--- src/rtl/pfr_pkg.sv ---
package pfr_pkg;
  localparam int NUM_PRI  = 8;
  localparam int NUM_SLOT = NUM_PRI + 1;
  localparam int NUM_CLS  = 4;
  localparam int QW       = 16;

  // byte offsets of header fields inside a frame
  localparam int POS_SA   = 6;
  localparam int POS_ET   = 12;
  localparam int POS_OP   = 14;
  localparam int POS_W16  = 16;
  localparam int POS_PQ   = 18;
  localparam int POS_END  = POS_PQ + 2 * NUM_PRI;

  typedef enum logic [1:0] {
    CLS_GCTL   = 2'd0,
    CLS_PCTL   = 2'd1,
    CLS_GPAUSE = 2'd2,
    CLS_PPAUSE = 2'd3
  } cls_e;

  typedef struct packed {
    logic [47:0] da;
    logic [47:0] sa;
    logic [15:0] etype;
    logic [15:0] opcode;
    logic [15:0] word16;
  } hdr_t;

  typedef struct packed {
    logic                done;
    logic                drop;
    logic [NUM_SLOT-1:0] slotHit;
  } strobe_t;
endpackage

--- src/rtl/pfr_datapath.sv ---
module pfr_datapath
  import pfr_pkg::*;
#(
  parameter int CNT_W = 16
) (
  input  logic                   clk,
  input  logic                   rstN,
  input  logic                   inValid,
  input  logic                   inSof,
  input  logic                   inEof,
  input  logic [7:0]             inData,
  input  strobe_t                st,
  input  logic                   cfgWaitAck,
  input  logic [NUM_SLOT-1:0]    ackIn,
  output hdr_t                   hdr,
  output logic [CNT_W-1:0]       curIdx,
  output logic [NUM_SLOT-1:0]    pauseValid,
  output logic [NUM_SLOT-1:0]    pauseReq,
  output logic [NUM_SLOT*QW-1:0] pauseQuanta,
  output logic                   frameDone,
  output logic                   frameDrop
);
  localparam logic [CNT_W-1:0] IDX_SA  = CNT_W'(POS_SA);
  localparam logic [CNT_W-1:0] IDX_ET  = CNT_W'(POS_ET);
  localparam logic [CNT_W-1:0] IDX_OP  = CNT_W'(POS_OP);
  localparam logic [CNT_W-1:0] IDX_W16 = CNT_W'(POS_W16);
  localparam logic [CNT_W-1:0] IDX_PQ  = CNT_W'(POS_PQ);

  logic [CNT_W-1:0]          byteCnt;
  hdr_t                      hdrQ;
  logic [NUM_PRI-1:0][QW-1:0] priQ;
  logic [NUM_SLOT-1:0]       validQ, reqQ;
  logic                      doneQ, dropQ;

  assign curIdx = inSof ? '0 : byteCnt;
  assign hdr    = hdrQ;

  // byte position counter, saturating, cleared by the end byte
  always_ff @(posedge clk or negedge rstN) begin
    if (!rstN) byteCnt <= '0;
    else if (inValid) begin
      if (inEof)              byteCnt <= '0;
      else if (curIdx != '1)  byteCnt <= curIdx + 1'b1;
    end
  end

  // header field capture, big-endian shift-in at fixed offsets
  always_ff @(posedge clk or negedge rstN) begin
    if (!rstN) hdrQ <= '0;
    else if (inValid) begin
      if (curIdx < IDX_SA)                          hdrQ.da     <= {hdrQ.da[39:0], inData};
      else if (curIdx < IDX_ET)                     hdrQ.sa     <= {hdrQ.sa[39:0], inData};
      else if (curIdx < IDX_OP)                     hdrQ.etype  <= {hdrQ.etype[7:0], inData};
      else if (curIdx < IDX_W16)                    hdrQ.opcode <= {hdrQ.opcode[7:0], inData};
      else if (curIdx < IDX_PQ)                     hdrQ.word16 <= {hdrQ.word16[7:0], inData};
    end
  end

  for (genvar k = 0; k < NUM_PRI; k++) begin : g_pq
    localparam logic [CNT_W-1:0] LO = CNT_W'(POS_PQ + 2 * k);
    logic [QW-1:0] q;
    always_ff @(posedge clk or negedge rstN) begin
      if (!rstN) q <= '0;
      else if (inValid && (curIdx == LO || curIdx == LO + 1'b1)) q <= {q[7:0], inData};
    end
    assign priQ[k] = q;
  end

  // per-slot quanta holding registers
  for (genvar i = 0; i < NUM_SLOT; i++) begin : g_slot
    logic [QW-1:0] src, q;
    if (i == NUM_PRI) begin : g_glb
      assign src = hdrQ.word16;
    end else begin : g_pri
      assign src = priQ[i];
    end
    always_ff @(posedge clk or negedge rstN) begin
      if (!rstN) q <= '0;
      else if (st.slotHit[i]) q <= src;
    end
    assign pauseQuanta[i*QW +: QW] = q;
  end

  // valid pulse, request hold and frame verdict
  always_ff @(posedge clk or negedge rstN) begin
    if (!rstN) begin
      validQ <= '0;
      reqQ   <= '0;
      doneQ  <= 1'b0;
      dropQ  <= 1'b0;
    end else begin
      validQ <= st.slotHit;
      reqQ   <= st.slotHit | (cfgWaitAck ? (reqQ & ~ackIn) : '0);
      doneQ  <= st.done;
      dropQ  <= st.drop;
    end
  end

  assign pauseValid = validQ;
  assign pauseReq   = reqQ;
  assign frameDone  = doneQ;
  assign frameDrop  = dropQ;

  AST_VALID_ONE_CYCLE: assert property (@(posedge clk) disable iff (!rstN)
    (|validQ) |=> (validQ == '0));
  AST_VALID_AT_FRAME_END: assert property (@(posedge clk) disable iff (!rstN)
    (|validQ) |-> doneQ);
  AST_REQ_HELD_UNTIL_ACK: assert property (@(posedge clk) disable iff (!rstN)
    cfgWaitAck |=> (((reqQ | ~$past(reqQ) | $past(ackIn))) == '1));
  AST_REQ_AUTOCLEAR: assert property (@(posedge clk) disable iff (!rstN)
    !cfgWaitAck |=> ((reqQ & ~validQ) == '0));
  AST_DROP_ONLY_AT_END: assert property (@(posedge clk) disable iff (!rstN)
    frameDrop |-> frameDone);
endmodule

--- src/rtl/pfr_control.sv ---
module pfr_control
  import pfr_pkg::*;
#(
  parameter int MIN_LEN = 64,
  parameter int CNT_W   = 16
) (
  input  logic                   clk,
  input  logic                   rstN,
  input  logic                   inValid,
  input  logic                   inEof,
  input  logic                   inFcsOk,
  input  logic [CNT_W-1:0]       curIdx,
  input  hdr_t                   hdr,
  input  logic [NUM_CLS-1:0]     cfgClassEn,
  input  logic [NUM_CLS-1:0]     cfgChkMcast,
  input  logic [NUM_CLS-1:0]     cfgChkUcast,
  input  logic [NUM_CLS-1:0]     cfgChkSa,
  input  logic [NUM_CLS-1:0]     cfgChkEtype,
  input  logic [NUM_CLS-1:0]     cfgChkOpcode,
  input  logic [47:0]            cfgUcastDa,
  input  logic [47:0]            cfgMcastDa,
  input  logic [47:0]            cfgSa,
  input  logic [NUM_CLS*QW-1:0]  cfgEtype,
  input  logic [2*QW-1:0]        cfgOpLo,
  input  logic [2*QW-1:0]        cfgOpHi,
  input  logic [2*QW-1:0]        cfgOpExact,
  input  logic                   cfgFwdCtl,
  output strobe_t                st
);
  localparam logic [CNT_W-1:0] LEN_LAST = CNT_W'(MIN_LEN - 1);

  logic [NUM_CLS-1:0] hit;
  logic               endByte, goodFrame;

  for (genvar c = 0; c < NUM_CLS; c++) begin : g_cls
    logic daOk, saOk, etOk, opOk;
    assign daOk = !(cfgChkMcast[c] || cfgChkUcast[c])
                || (cfgChkMcast[c] && hdr.da == cfgMcastDa)
                || (cfgChkUcast[c] && hdr.da == cfgUcastDa);
    assign saOk = !cfgChkSa[c] || hdr.sa == cfgSa;
    assign etOk = !cfgChkEtype[c] || hdr.etype == cfgEtype[c*QW +: QW];
    if (c < 2) begin : g_range
      assign opOk = !cfgChkOpcode[c]
                  || (hdr.opcode >= cfgOpLo[c*QW +: QW] && hdr.opcode <= cfgOpHi[c*QW +: QW]);
    end else begin : g_exact
      assign opOk = !cfgChkOpcode[c] || hdr.opcode == cfgOpExact[(c-2)*QW +: QW];
    end
    assign hit[c] = cfgClassEn[c] && daOk && saOk && etOk && opOk;
  end

  assign endByte   = inValid && inEof;
  assign goodFrame = endByte && inFcsOk && (curIdx >= LEN_LAST);

  always_comb begin
    st.done    = endByte;
    st.drop    = goodFrame && (|hit) && !cfgFwdCtl;
    st.slotHit = '0;
    if (goodFrame && hit[CLS_PPAUSE])
      st.slotHit = {1'b0, hdr.word16[NUM_PRI-1:0]};
    else if (goodFrame && hit[CLS_GPAUSE])
      st.slotHit[NUM_PRI] = 1'b1;
  end

  AST_SHORT_FRAME_IGNORED: assert property (@(posedge clk) disable iff (!rstN)
    (endByte && curIdx < LEN_LAST) |-> (st.slotHit == '0 && !st.drop));
  AST_BAD_FCS_IGNORED: assert property (@(posedge clk) disable iff (!rstN)
    (endByte && !inFcsOk) |-> (st.slotHit == '0 && !st.drop));
  AST_GLOBAL_SLOT_ALONE: assert property (@(posedge clk) disable iff (!rstN)
    st.slotHit[NUM_PRI] |-> (st.slotHit[NUM_PRI-1:0] == '0));
  AST_DISABLED_NO_PRI: assert property (@(posedge clk) disable iff (!rstN)
    (!cfgClassEn[CLS_PPAUSE]) |-> (st.slotHit[NUM_PRI-1:0] == '0));
  AST_HIT_NEEDS_END: assert property (@(posedge clk) disable iff (!rstN)
    (!endByte) |-> (st.slotHit == '0 && !st.drop));
endmodule

--- src/rtl/pause_rx_filter.sv ---
module pause_rx_filter
  import pfr_pkg::*;
#(
  parameter int MIN_LEN = 64,
  parameter int CNT_W   = 16
) (
  input  logic                   clk,
  input  logic                   rstN,
  input  logic                   inValid,
  input  logic                   inSof,
  input  logic                   inEof,
  input  logic                   inFcsOk,
  input  logic [7:0]             inData,
  input  logic [NUM_CLS-1:0]     cfgClassEn,
  input  logic [NUM_CLS-1:0]     cfgChkMcast,
  input  logic [NUM_CLS-1:0]     cfgChkUcast,
  input  logic [NUM_CLS-1:0]     cfgChkSa,
  input  logic [NUM_CLS-1:0]     cfgChkEtype,
  input  logic [NUM_CLS-1:0]     cfgChkOpcode,
  input  logic [47:0]            cfgUcastDa,
  input  logic [47:0]            cfgMcastDa,
  input  logic [47:0]            cfgSa,
  input  logic [NUM_CLS*QW-1:0]  cfgEtype,
  input  logic [2*QW-1:0]        cfgOpLo,
  input  logic [2*QW-1:0]        cfgOpHi,
  input  logic [2*QW-1:0]        cfgOpExact,
  input  logic                   cfgWaitAck,
  input  logic                   cfgFwdCtl,
  input  logic [NUM_SLOT-1:0]    ackIn,
  output logic [NUM_SLOT-1:0]    pauseValid,
  output logic [NUM_SLOT-1:0]    pauseReq,
  output logic [NUM_SLOT*QW-1:0] pauseQuanta,
  output logic                   frameDone,
  output logic                   frameDrop
);
  strobe_t          strobes;
  hdr_t             hdr;
  logic [CNT_W-1:0] curIdx;

  pfr_control #(.MIN_LEN(MIN_LEN), .CNT_W(CNT_W)) u_ctl (
    .clk(clk), .rstN(rstN), .inValid(inValid), .inEof(inEof), .inFcsOk(inFcsOk),
    .curIdx(curIdx), .hdr(hdr), .cfgClassEn(cfgClassEn), .cfgChkMcast(cfgChkMcast),
    .cfgChkUcast(cfgChkUcast), .cfgChkSa(cfgChkSa), .cfgChkEtype(cfgChkEtype),
    .cfgChkOpcode(cfgChkOpcode), .cfgUcastDa(cfgUcastDa), .cfgMcastDa(cfgMcastDa),
    .cfgSa(cfgSa), .cfgEtype(cfgEtype), .cfgOpLo(cfgOpLo), .cfgOpHi(cfgOpHi),
    .cfgOpExact(cfgOpExact), .cfgFwdCtl(cfgFwdCtl), .st(strobes)
  );

  pfr_datapath #(.CNT_W(CNT_W)) u_dp (
    .clk(clk), .rstN(rstN), .inValid(inValid), .inSof(inSof), .inEof(inEof),
    .inData(inData), .st(strobes), .cfgWaitAck(cfgWaitAck), .ackIn(ackIn),
    .hdr(hdr), .curIdx(curIdx), .pauseValid(pauseValid), .pauseReq(pauseReq),
    .pauseQuanta(pauseQuanta), .frameDone(frameDone), .frameDrop(frameDrop)
  );
endmodule

--- config.mk ---
export PLATFORM = sky130hd
export DESIGN_NAME = pause_rx_filter
export DESIGN_NICKNAME = d
export VERILOG_FILES = /design/src/rtl/pfr_pkg.sv /design/src/rtl/pfr_datapath.sv /design/src/rtl/pfr_control.sv /design/src/rtl/pause_rx_filter.sv
export SDC_FILE = /design/constraint.sdc
export NUM_CORES = 1
export LEC_CHECK = 0
export CAP_MARGIN = 20
export CORE_MARGIN = 2
export CORE_UTILIZATION = 50
export DETAILED_ROUTE_END_ITERATION = 16
export DONT_BUFFER_PORTS = 1
export GPL_TIMING_DRIVEN = 0
export PLACE_DENSITY = 0.74
export SETUP_SLACK_MARGIN = 0.05
export SLEW_MARGIN = 0
export SYNTH_ARGS = -nofsm -noshare
export SYNTH_HDL_FRONTEND = slang
export SYNTH_SLANG_ARGS = --single-unit
--- constraint.sdc ---
create_clock -name clk -period 2.75 [get_ports clk]
set_input_delay 0.55 -clock clk [delete_from_list [all_inputs] [get_ports clk]]
set_output_delay 0.55 -clock clk [all_outputs]
set_load 0.03 [all_outputs]
==> run_results.csv <==
group,metric,value,unit
power_and_ir_drop,ir_drop,475,uV
detailed_routing,drt-initial-drc-count,918,
logic_synthesis,synth_area,22000,um2
place,gp_congestion,0.991,
detailed_routing,route.met2.wl,30800,um
critical_path,reg2regPathDepth,11,
critical_path,cp_cell_sequence,"xor2_1 > nor4_2 > nand4_1 > a221o_1 > a311oi_4 > buf_12 > buf_6 > and3_4 > buf_6 > buf_12 > mux2_4",
global_routing,grt_pass1_vias,14498,
critical_path,crit_fanout,10,
detailed_routing,route.detailed.drc,0,
timing,drv_slew,77,
floorplanning,die_area,45800,um2
critical_path,startpoint_type,"register",
timing,fin_setup_tns,-65.71,ns
detailed_routing,via_count,13546,
critical_path,end_kind,"register",
finish,drive_gt1_share,37.0,%
critical_path,r2r_setup_slack,-0.48,ns
timing,fin_ws,-0.485,ns
floorplanning,die_x,214,um
detailed_routing,wl_met3,4600,um
critical_path,critical_path_class,"reg2reg",
floorplanning,fp.coreArea,43300,um2
finish,area_delta_synth_final,13.9,%
detailed_routing,highest_layer,"met4",
global_routing,overflow,0,
timing,hold_ws,-0.313,ns
critical_path,cp.buffers_inverters,4,
detailed_routing,wire_per_inst,26.5,um
timing,hold_violations,315,
place,io_buffer_count,0,
logic_synthesis,seq_area_frac_synth,51.3,%
place,hpwlAfterDp,46200,um
clock_network,cts_buffers,47,
floorplanning,rows,76,
timing,skew,0.0138,ns
clock_network,htreeDepth,2,
floorplanning,initial_core_util,50.9,%
clock_network,clkSinkCount,452,
clock_network,clkTransAtPathRegs,0.06,ns
power_and_ir_drop,power_per_cell_area,583,nW/um2
clock_network,cts_root_buffer,"clkbuf_16",
global_routing,grt_antenna_before_repair,1,
finish,fill_cells,3489,
floorplanning,ios,517,
power_and_ir_drop,power_leakage,12.0,nW
logic_synthesis,yosys_register_bits,452,
detailed_routing,drt-total-wl,62300,um
clock_network,cts_tree,"done",
critical_path,max_stage_delay,0.49,ns
critical_path,rr_endpoint,"u_dp.g_slot[7].q[14]",
floorplanning,die_y,214,um
timing,relSlewSlack,-2.26,%
global_routing,grt_max_degree,453,
critical_path,crit_family,"simple AND/OR/NAND/NOR gates",
critical_path,required,3.20,ns
detailed_routing,viasPerCell,5.75,
logic_synthesis,synthArstFlopShare,100,%
status,status,"finished with violations",
timing,period_minus_slack,3.23,ns
logic_synthesis,synthDistinctLibCells,61,
power_and_ir_drop,totalPowerFinal,14.6,mW
critical_path,timing.rr.start,"u_dp.hdr[25]",
logic_synthesis,ys_warn_count,0,
global_routing,grt_pass1_wl,93900,um
critical_path,arrival,3.69,ns
logic_synthesis,syn_avg_cell_area,13.2,um2
timing,tightest_slew,1.53,ns
timing,setup_violations,294,
timing,fin_crit_sh,118,%
timing,rsz0062_at_grt,"yes",
clock_network,clk_path_buf_depth,3,
detailed_routing,firstDrtPassIters,5,
global_routing,grt_usage,27.2,%
min_path,min_path_type,"in2async",
logic_synthesis,syn_nets,2093,
finish,fin_nets,2149,
logic_synthesis,synth-main-ff-cell,"dfrtp_1",
critical_path,cp_slowest_cell,"dfrtp_2",
detailed_routing,wl_met1,25100,um
status,violations,"hold timing, slew limit, setup timing",
timing,fmax,309,MHz
job,drv_cap,0,
clock_network,clkLatencyLatePin,0.57,ns
detailed_routing,ant_nets,0,
logic_synthesis,syn_inst,1672,
logic_synthesis,synth_edf_count,0,
## worst max path at each step
stage | from | to | slack (ns) | cells past startpoint
after CTS | u_dp.hdr[43] | u_dp.g_slot[7].q[14] | -0.55 | 12
after floorplan | inSof | u_dp.g_slot[7].q[10] | -0.05 | 13
after detailed placement | cfgSa[42] | u_dp.g_slot[6].q[8] | -1.02 | 9
final | u_dp.hdr[25] | u_dp.g_slot[7].q[14] | -0.48 | 11
after global routing | u_dp.hdr[111] | u_dp.g_slot[7].q[14] | -0.53 | 11
after global placement | cfgSa[42] | u_dp.g_slot[4].q[14] | -0.98 | 9
## cell usage in the layout, fill, tap and decap left out, types with 18 or more instances in the layout
cell type / count
o21ai_0: 18
nand4_1: 73
ha_1: 67
xor2_1: 52
inv_1: 77
dfrtp_1: 437
buf_6: 19
mux2_4: 22
mux2_2: 394
nor2_1: 18
xnor2_1: 181
clkbuf_16: 50
clkbuf_1: 21
## flip-flops by register name (all words and copies together), names as in the netlist
signal and count:
u_dp.g_pq.q 128, u_dp.frameDrop 1, u_dp.frameDone 1, u_dp.g_slot.src 16, u_dp.byteCnt 16, u_dp.hdr 128
u_dp.pauseReq 9, u_dp.pauseValid 9, u_dp.g_slot.q 144
## kinds of logic (layout without fill, tap and decap cells)
logic type	count (synthesis)	after routing	synth area share, %
buffers and inverters	156	250	3.65
muxes	416	416	21.6
AOI/OAI and AO/OA	121	121	3.86
adders and majority gates	68	68	3.86
xor gates and xnor gates	240	240	9.54
other	0	3	0
and+or+nand+nor	219	219	6.20
DFF	452	452	51.3
## cell usage after synthesis (all sizes together), types with 7 or more instances
cell / count / area, um2
a21o: 13 / 97.6
a21oi: 17 / 85.1
a31o: 8 / 70.1
and2: 7 / 43.8
and3: 17 / 115
buf: 55 / 424
clkbuf: 22 / 82.6
dfrtp: 452 / 11300
ha: 68 / 851
inv: 79 / 297
mux2: 416 / 4750
nand2: 11 / 41.3
nand2b: 11 / 68.8
nand3: 9 / 45.0
nand3b: 8 / 60.1
nand4: 73 / 457
nor2: 25 / 109
nor2b: 7 / 43.8
nor3: 11 / 80.1
nor4: 27 / 206
o211ai: 11 / 82.6
o21ai: 27 / 135
o31ai: 11 / 82.6
xnor2: 184 / 1610
xor2: 56 / 490
## timing repair
item                                    CTS  global route
pin swaps                                13             8
setup buffers                             4             3
endpoints found under the hold margin   452           452
resized for setup                        71            50
endpoints found under the setup margin  444           411
## cell type report
class                           count  area [um2]  share of cell area, %
Inverter                           79         304                   1.21
Sequential cell                   452       11300                   45.1
Buffer                             75         691                   2.75
Clock buffer                       66        1390                   5.54
Tap cell                          585         732                   2.92
Clock inverter                     21         219                  0.873
Timing Repair Buffer                9        95.1                  0.379
Antenna cell                        3        7.51                 0.0299
Multi-Input combinational cell   1064       10300                   41.1
## stage by stage
step                hold WS, ns  setup slack [ns]  instance area, um2  instances  util, %
floorplan                 0.254           -0.0516               22100       1672        -
global placement          0.271            -0.982               22900       2257     52.9
detailed placement        0.267             -1.02               22900       2259     52.9
CTS                      -0.353            -0.548               24800       2348     57.4
global route             -0.346            -0.532               25100       2352     58.0
finish                   -0.313            -0.485               25100       2354     58.0
## routing by layer
layer  vias to the layer above  global-route usage, %
li1                       6035                      -
met1                      6984                   34.3
met2                       433                   45.6
met3                        94                   7.24
met4                         0                   8.74
met5                         -                      0
## report_power, final
group	internal [mW]	switching (mW)
registers	6.83	0.314
clock network	3.83	2.65
logic	0.566	0.448
total	11.2	3.41
Note: power is estimated with default switching activity, not from simulation.
